===== src/rtl/hbd_pkg.sv =====
package hbd_pkg;
  localparam int TAP_AW = 4;

  typedef struct packed {
    logic              emit;
    logic              accum;
    logic              load;
    logic              done;
    logic [TAP_AW-1:0] ctr_a;
    logic [TAP_AW-1:0] pair_a;
    logic [TAP_AW-1:0] pair_b;
    logic [TAP_AW-1:0] coef_a;
  } step_t;

  localparam int STEP_W = $bits(step_t);
endpackage


===== src/rtl/hbd_cfg_mem.sv =====
module hbd_cfg_mem
  import hbd_pkg::*;
#(
  parameter int COEF_W    = 18,
  parameter int N_COEF    = 8,
  parameter int N_STEP    = 9,
  parameter int ADDR_COEF = 124,
  parameter int ADDR_STEP = 125,
  localparam int CIDX_W   = $clog2(N_COEF),
  localparam int SIDX_W   = $clog2(N_STEP)
) (
  input  logic                     clk_i,
  input  logic                     rst_ni,
  input  logic                     cfg_stb_i,
  input  logic [7:0]               cfg_addr_i,
  input  logic [31:0]              cfg_data_i,
  input  logic [SIDX_W-1:0]        step_sel_i,
  input  logic [TAP_AW-1:0]        coef_sel_i,
  output step_t                    step_o,
  output logic signed [COEF_W-1:0] coef_o
);
  logic                     coef_we, step_we;
  logic [CIDX_W-1:0]        cptr_q;
  logic [SIDX_W-1:0]        sptr_q;
  logic signed [COEF_W-1:0] coef_q [N_COEF];
  step_t                    step_q [N_STEP];
  logic                     unused_bits;

  assign coef_we     = cfg_stb_i && (cfg_addr_i == 8'(ADDR_COEF));
  assign step_we     = cfg_stb_i && (cfg_addr_i == 8'(ADDR_STEP));
  assign unused_bits = ^{cfg_data_i[31:STEP_W], coef_sel_i[TAP_AW-1:CIDX_W]};

  always_ff @(posedge clk_i or negedge rst_ni) begin
    if (!rst_ni) begin
      cptr_q <= '0;
      sptr_q <= '0;
    end else begin
      if (coef_we) cptr_q <= (cptr_q == CIDX_W'(N_COEF-1)) ? '0 : cptr_q + 1'b1;
      if (step_we) sptr_q <= (sptr_q == SIDX_W'(N_STEP-1)) ? '0 : sptr_q + 1'b1;
    end
  end

  for (genvar i = 0; i < N_COEF; i++) begin : g_coef
    always_ff @(posedge clk_i or negedge rst_ni) begin
      if (!rst_ni)                                 coef_q[i] <= '0;
      else if (coef_we && cptr_q == CIDX_W'(i))    coef_q[i] <= cfg_data_i[COEF_W-1:0];
    end
  end

  for (genvar i = 0; i < N_STEP; i++) begin : g_step
    always_ff @(posedge clk_i or negedge rst_ni) begin
      if (!rst_ni)                                 step_q[i] <= '0;
      else if (step_we && sptr_q == SIDX_W'(i))    step_q[i] <= step_t'(cfg_data_i[STEP_W-1:0]);
    end
  end

  assign step_o = step_q[step_sel_i];
  assign coef_o = coef_q[coef_sel_i[CIDX_W-1:0]];
endmodule


===== src/rtl/hbd_hist.sv =====
module hbd_hist #(
  parameter int SMP_W  = 17,
  parameter int DEPTH  = 32,
  parameter int TAP_AW = 4,
  parameter int NRD    = 3,
  localparam int PTR_W = $clog2(DEPTH)
) (
  input  logic                    clk_i,
  input  logic                    rst_ni,
  input  logic                    wr_i,
  input  logic signed [SMP_W-1:0] wr_data_i,
  output logic [PTR_W-1:0]        wr_ptr_o,
  input  logic [PTR_W-1:0]        base_i,
  input  logic [TAP_AW-1:0]       rel_i [NRD],
  output logic signed [SMP_W-1:0] rd_o  [NRD]
);
  logic [PTR_W-1:0]        ptr_q;
  logic signed [SMP_W-1:0] mem_q [DEPTH];

  always_ff @(posedge clk_i or negedge rst_ni) begin
    if (!rst_ni)   ptr_q <= '0;
    else if (wr_i) ptr_q <= ptr_q + 1'b1;
  end

  for (genvar i = 0; i < DEPTH; i++) begin : g_mem
    always_ff @(posedge clk_i or negedge rst_ni) begin
      if (!rst_ni)                         mem_q[i] <= '0;
      else if (wr_i && ptr_q == PTR_W'(i)) mem_q[i] <= wr_data_i;
    end
  end

  // index 0 is the slot written by the triggering sample
  for (genvar g = 0; g < NRD; g++) begin : g_rd
    assign rd_o[g] = mem_q[base_i - PTR_W'(rel_i[g])];
  end

  assign wr_ptr_o = ptr_q;
endmodule


===== src/rtl/hbd_mac.sv =====
module hbd_mac #(
  parameter int SMP_W     = 17,
  parameter int COEF_W    = 18,
  parameter int ACC_W     = 40,
  parameter int OUT_W     = 18,
  parameter int CTR_SHIFT = 15,
  parameter int OUT_SHIFT = 16
) (
  input  logic                     clk_i,
  input  logic                     rst_ni,
  input  logic                     en_i,
  input  logic                     load_i,
  input  logic                     accum_i,
  input  logic signed [SMP_W-1:0]  xa_i,
  input  logic signed [SMP_W-1:0]  xb_i,
  input  logic signed [SMP_W-1:0]  xc_i,
  input  logic signed [COEF_W-1:0] coef_i,
  output logic signed [ACC_W-1:0]  acc_o,
  output logic signed [OUT_W-1:0]  rnd_o
);
  localparam int PS_W = SMP_W + 1;
  localparam int PR_W = PS_W + COEF_W;
  localparam int RW   = ACC_W + 1;
  localparam logic signed [RW-1:0] RND  = RW'(1) << (OUT_SHIFT - 1);
  localparam logic signed [RW-1:0] MAXV = RW'((64'sd1 <<< (OUT_W - 1)) - 64'sd1);
  localparam logic signed [RW-1:0] MINV = ~MAXV;

  logic signed [PS_W-1:0]  psum;
  logic signed [PR_W-1:0]  prod;
  logic signed [ACC_W-1:0] prod_x, ctr_x, acc_q;
  logic signed [RW-1:0]    rsum, rshift;

  assign psum   = {xa_i[SMP_W-1], xa_i} + {xb_i[SMP_W-1], xb_i};
  assign prod   = psum * coef_i;
  assign prod_x = ACC_W'(prod);
  assign ctr_x  = ACC_W'(xc_i) <<< CTR_SHIFT;

  always_ff @(posedge clk_i or negedge rst_ni) begin
    if (!rst_ni) acc_q <= '0;
    else if (en_i) begin
      if (load_i)       acc_q <= ctr_x + prod_x;
      else if (accum_i) acc_q <= acc_q + prod_x;
    end
  end

  assign rsum   = RW'(acc_q) + RND;
  assign rshift = rsum >>> OUT_SHIFT;

  always_comb begin
    if (rshift > MAXV)      rnd_o = MAXV[OUT_W-1:0];
    else if (rshift < MINV) rnd_o = MINV[OUT_W-1:0];
    else                    rnd_o = rshift[OUT_W-1:0];
  end

  assign acc_o = acc_q;
endmodule


===== src/rtl/hbd_filter.sv =====
module hbd_filter
  import hbd_pkg::*;
#(
  parameter int SMP_W      = 17,
  parameter int COEF_W     = 18,
  parameter int ACC_W      = 40,
  parameter int OUT_W      = 18,
  parameter int N_COEF     = 8,
  parameter int N_STEP     = 9,
  parameter int HIST_DEPTH = 32,
  parameter int ADDR_COEF  = 124,
  parameter int ADDR_STEP  = 125,
  parameter int CTR_SHIFT  = 15,
  parameter int OUT_SHIFT  = 16,
  localparam int SIDX_W    = $clog2(N_STEP),
  localparam int PTR_W     = $clog2(HIST_DEPTH)
) (
  input  logic                    clk_i,
  input  logic                    rst_ni,
  input  logic                    cfg_stb_i,
  input  logic [7:0]              cfg_addr_i,
  input  logic [31:0]             cfg_data_i,
  input  logic signed [SMP_W-1:0] smp_i,
  input  logic                    smp_stb_i,
  output logic signed [OUT_W-1:0] smp_o,
  output logic                    smp_stb_o
);
  logic                     par_q, busy_q, out_pend_q, trig;
  logic [SIDX_W-1:0]        ph_q;
  logic [PTR_W-1:0]         base_q, wr_ptr;
  step_t                    step;
  logic signed [COEF_W-1:0] coef;
  logic [TAP_AW-1:0]        rel [3];
  logic signed [SMP_W-1:0]  tap [3];
  logic signed [ACC_W-1:0]  acc;
  logic signed [OUT_W-1:0]  rnd;

  assign trig = smp_stb_i && par_q && !busy_q;

  hbd_cfg_mem #(
    .COEF_W(COEF_W), .N_COEF(N_COEF), .N_STEP(N_STEP),
    .ADDR_COEF(ADDR_COEF), .ADDR_STEP(ADDR_STEP)
  ) u_cfg (
    .clk_i, .rst_ni, .cfg_stb_i, .cfg_addr_i, .cfg_data_i,
    .step_sel_i(ph_q), .coef_sel_i(step.coef_a),
    .step_o(step), .coef_o(coef)
  );

  assign rel[0] = step.pair_a;
  assign rel[1] = step.pair_b;
  assign rel[2] = step.ctr_a;

  hbd_hist #(
    .SMP_W(SMP_W), .DEPTH(HIST_DEPTH), .TAP_AW(TAP_AW), .NRD(3)
  ) u_hist (
    .clk_i, .rst_ni, .wr_i(smp_stb_i), .wr_data_i(smp_i),
    .wr_ptr_o(wr_ptr), .base_i(base_q), .rel_i(rel), .rd_o(tap)
  );

  hbd_mac #(
    .SMP_W(SMP_W), .COEF_W(COEF_W), .ACC_W(ACC_W), .OUT_W(OUT_W),
    .CTR_SHIFT(CTR_SHIFT), .OUT_SHIFT(OUT_SHIFT)
  ) u_mac (
    .clk_i, .rst_ni, .en_i(busy_q), .load_i(step.load), .accum_i(step.accum),
    .xa_i(tap[0]), .xb_i(tap[1]), .xc_i(tap[2]), .coef_i(coef),
    .acc_o(acc), .rnd_o(rnd)
  );

  always_ff @(posedge clk_i or negedge rst_ni) begin
    if (!rst_ni) begin
      par_q      <= 1'b0;
      busy_q     <= 1'b0;
      ph_q       <= '0;
      base_q     <= '0;
      out_pend_q <= 1'b0;
    end else begin
      if (smp_stb_i) par_q <= !par_q;
      out_pend_q <= busy_q && step.emit;
      if (trig) begin
        busy_q <= 1'b1;
        ph_q   <= SIDX_W'(N_STEP - 1);
        base_q <= wr_ptr;
      end else if (busy_q) begin
        if (step.done || ph_q == '0) busy_q <= 1'b0;
        else                         ph_q   <= ph_q - 1'b1;
      end
    end
  end

  always_ff @(posedge clk_i or negedge rst_ni) begin
    if (!rst_ni) begin
      smp_o     <= '0;
      smp_stb_o <= 1'b0;
    end else begin
      smp_stb_o <= out_pend_q;
      if (out_pend_q) smp_o <= rnd;
    end
  end
endmodule


===== config.mk =====
export PLATFORM = sky130hd
export DESIGN_NAME = hbd_filter
export DESIGN_NICKNAME = d
export VERILOG_FILES = /design/src/rtl/hbd_pkg.sv /design/src/rtl/hbd_cfg_mem.sv /design/src/rtl/hbd_hist.sv /design/src/rtl/hbd_mac.sv /design/src/rtl/hbd_filter.sv
export SDC_FILE = /design/constraint.sdc
export NUM_CORES = 2
export LEC_CHECK = 0
export BUFFER_PORTS_ARGS = -buffer_cell sky130_fd_sc_hd__buf_4
export CORE_MARGIN = 2
export CORE_UTILIZATION = 38
export DETAILED_ROUTE_END_ITERATION = 8
export SETUP_SLACK_MARGIN = 0.2
export SYNTH_ARGS = -nofsm -noshare
export SYNTH_HDL_FRONTEND = slang
export SYNTH_SLANG_ARGS = --single-unit

===== constraint.sdc =====
create_clock -name clk_i -period 18.07 [get_ports clk_i]
set_clock_uncertainty 0.2 [all_clocks]
set_input_delay 3.614 -clock clk_i [delete_from_list [all_inputs] [get_ports clk_i]]
set_output_delay 3.614 -clock clk_i [all_outputs]
set_load 0.01 [all_outputs]

==> impl_metrics.toml <==
[run_status]
status = "completed"

[timing]
worst_hold_slack_ns = 0.267
maxSlewHeadroom_pct = 22.2
drv_slew = 0
setup_violations = 0
fin_ws_ns = 1.71
period_minus_slack_ns = 16.36
grt_setup_unrepaired = "no"
finalHoldViolCount = 0
setup_tns_ns = 0
max_slew.worst_pin.slew_ns = 1.16
period_share_pct = 90.5
clock.fmax_mhz = 61.1

[place]
post-place-ws_ns = 1.73
hpwl_um = 125000
gp_congestion = 0.861
port_buffers = 67

[synth]
yosys_warnings = 0
ys_seq_elements = 942
synthArstFlopShare_pct = 100
syn_area_um2 = 67900
synth_ff_type = "dfrtp_1"
postSynthCellCount = 5270
avgSynthCellArea_um2 = 12.9
synth_edf_count = 0
syn-num-nets = 5866
seq_area_frac_synth_pct = 34.7
synth.distinct_cells = 96

[detailed_routing]
ant_nets = 0
via_per_inst = 5.83
drtIter0Drc = 3399
vias = 44800
wirelength_um = 190000
firstDrtPassIters = 5
drc = 0
wl_per_cell_um = 24.8

[grt]
grt_use_total_pct = 21.0
overflow = 0
grt_pass1_vias = 46600
antenna_found_initial = 11
grt_pass1_wl_um = 292000
grt_max_degree = 190

[critical_path]
cp_slowest_cell = "fa_4"
max_stage_delay_ns = 1.27
required_ns = 18.49
crit_type = "reg -> reg"
cp-end-kind = "flop"
cp-start-kind = "flop"
cp_max_fo = 35
arrival_ns = 16.78
crit_top_cell = "fa_1"

[clock_tree]
clock-sinks = 942
cts_buffers = 105
clk_pin_slew_worst_paths_ns = 0.06
hold_buffers = 0
h-tree-depth = 3
post_cts_resized = 0
cts_tree = "yes"
post_cts_buffers = 0
clkLatencyLatePin_ns = 0.73
clockBufferDepth = 3
root_buffer = "clkbuf_16"

[floorplan]
initial_core_util_pct = 38.1
rows = 155
dieArea_um2 = 182000
io_pins = 80
fp.coreArea_um2 = 178000
dieWidth_um = 427
die_y_um = 427

[flow_run]
cap_violations = 0

[power_and_ir_drop]
ir_drop_mv = 0.230
powerDensity_nw_per_um2 = 184
power_leakage_nw = 33.9

[finish]
final_common_cell = "dfrtp_1"
syn_to_final_growth_pct = 10.1
drive_gt1_share_pct = 36.6
nFillCells = 16600
final_cell_mix = "dfrtp_1, mux2_2, mux4_2"
finalNetCount = 5828

[min_path]
hold_path_class = "reg -> reg"
==> through the flow <==
step,util (%),cells,instance area (um^2),power [mW]
2_1_floorplan,-,5270,67900,8.18
3_3_place_gp,40.0,7480,71200,11.3
3_5_place_dp,40.0,7480,71200,11.4
4_1_cts,42.0,7675,74700,13.7
5_1_grt,42.0,7677,74700,14.4
6_report,42.0,7678,74700,13.7
==> path summary, 6_finish.rpt <==
| check | slack [ns] | endpoint | start | cells past startpoint |
|---|---|---|---|---|
| worst min register to register | 0.27 | par_q | par_q | 1 |
| max in group asynchronous | 12.41 | u_hist.mem_q[452] | rst_ni | 3 |
| worst max-delay path | 1.71 | u_mac.acc_o[33] | ph_q[0] | 50 |
| worst min-delay path | 0.27 | par_q | par_q | 1 |
| worst max register to register | 1.71 | u_mac.acc_o[33] | ph_q[0] | 50 |
| min in group asynchronous | 2.76 | u_cfg.sptr_q[2] | rst_ni | 1 |
==> Yosys cell counts, drive strengths merged, types with 17 or more instances <==
| master | n | area (um^2) |
|---|---|---|
| o21ai | 118 | 696 |
| dfrtp | 942 | 23600 |
| xor2 | 56 | 490 |
| a21oi | 114 | 589 |
| o21a | 19 | 143 |
| ha | 207 | 2590 |
| buf | 108 | 597 |
| mux2i | 67 | 683 |
| mux2 | 929 | 10500 |
| a21o | 55 | 413 |
| nand2 | 312 | 1170 |
| nor2b | 26 | 163 |
| clkbuf | 228 | 856 |
| o221ai | 17 | 149 |
| inv | 444 | 1670 |
| nor2 | 243 | 915 |
| nand2b | 36 | 225 |
| nand3 | 45 | 225 |
| and2 | 58 | 363 |
| a22oi | 28 | 225 |
| nor3 | 30 | 155 |
| a211oi | 21 | 173 |
| xnor2 | 99 | 875 |
| mux4 | 543 | 12200 |
| fa | 328 | 6570 |
| and3 | 18 | 113 |
==> layer usage <==
layer  global-route usage [%]  up-vias  wire length, um
met1                     26.6    23900            75100
li1                         -    19000                -
met4                     7.48       12             6830
met5                        0        -               81
met3                     4.16      366            12800
met2                     35.9     1496            95200
==> cell type report <==
class	instances	area [um^2]	share of cell area (%)
Inverter	445	1670	2.23
Tap cell	2355	2950	3.94
Antenna cell	3	7.51	0.0100
Clock inverter	39	455	0.609
Timing Repair Buffer	191	1540	2.06
Sequential cell	942	23600	31.5
Clock buffer	156	3130	4.19
Multi-Input combinational cell	3547	41400	55.4
==> power by group <==
group	switching (mW)	internal [mW]	total, mW
clock network	0.940	1.26	2.20
registers	0.563	2.66	3.23
logic	4.78	3.52	8.30
==> flip-flops by register name, summed over array words and instances (netlist names) <==
register	flops
u_cfg.coef_q	144
base_q	5
u_cfg.step_q	171
u_mac.acc_o	40
u_cfg.cptr_q	3
smp_o	18
u_cfg.sptr_q	4
out_pend_q	1
busy_q	1
smp_stb_o	1
u_hist.wr_ptr_o	5
par_q	1
u_hist.mem_q	544
ph_q	4
==> critical path, delay by kind of cell (launching register included) <==
kind	cells	cell delay, ns
xor+xnor	2	0.86
simple gates	4	0.95
fa+ha+maj	12	6.24
buf+inv	7	0.63
mux	5	1.98
flops	1	0.74
compound gates	20	4.63
==> cell families after synthesis <==
family / share of synthesized area (%)
xor gates and xnor gates: 2.01
AOI/OAI and AO/OA: 5.14
DFF: 34.7
adders and majority gates: 13.5
and+or+nand+nor: 5.59
muxes: 34.4
buffers and inverters: 4.60
No activity file was read; power rests on OpenSTA's default activity.
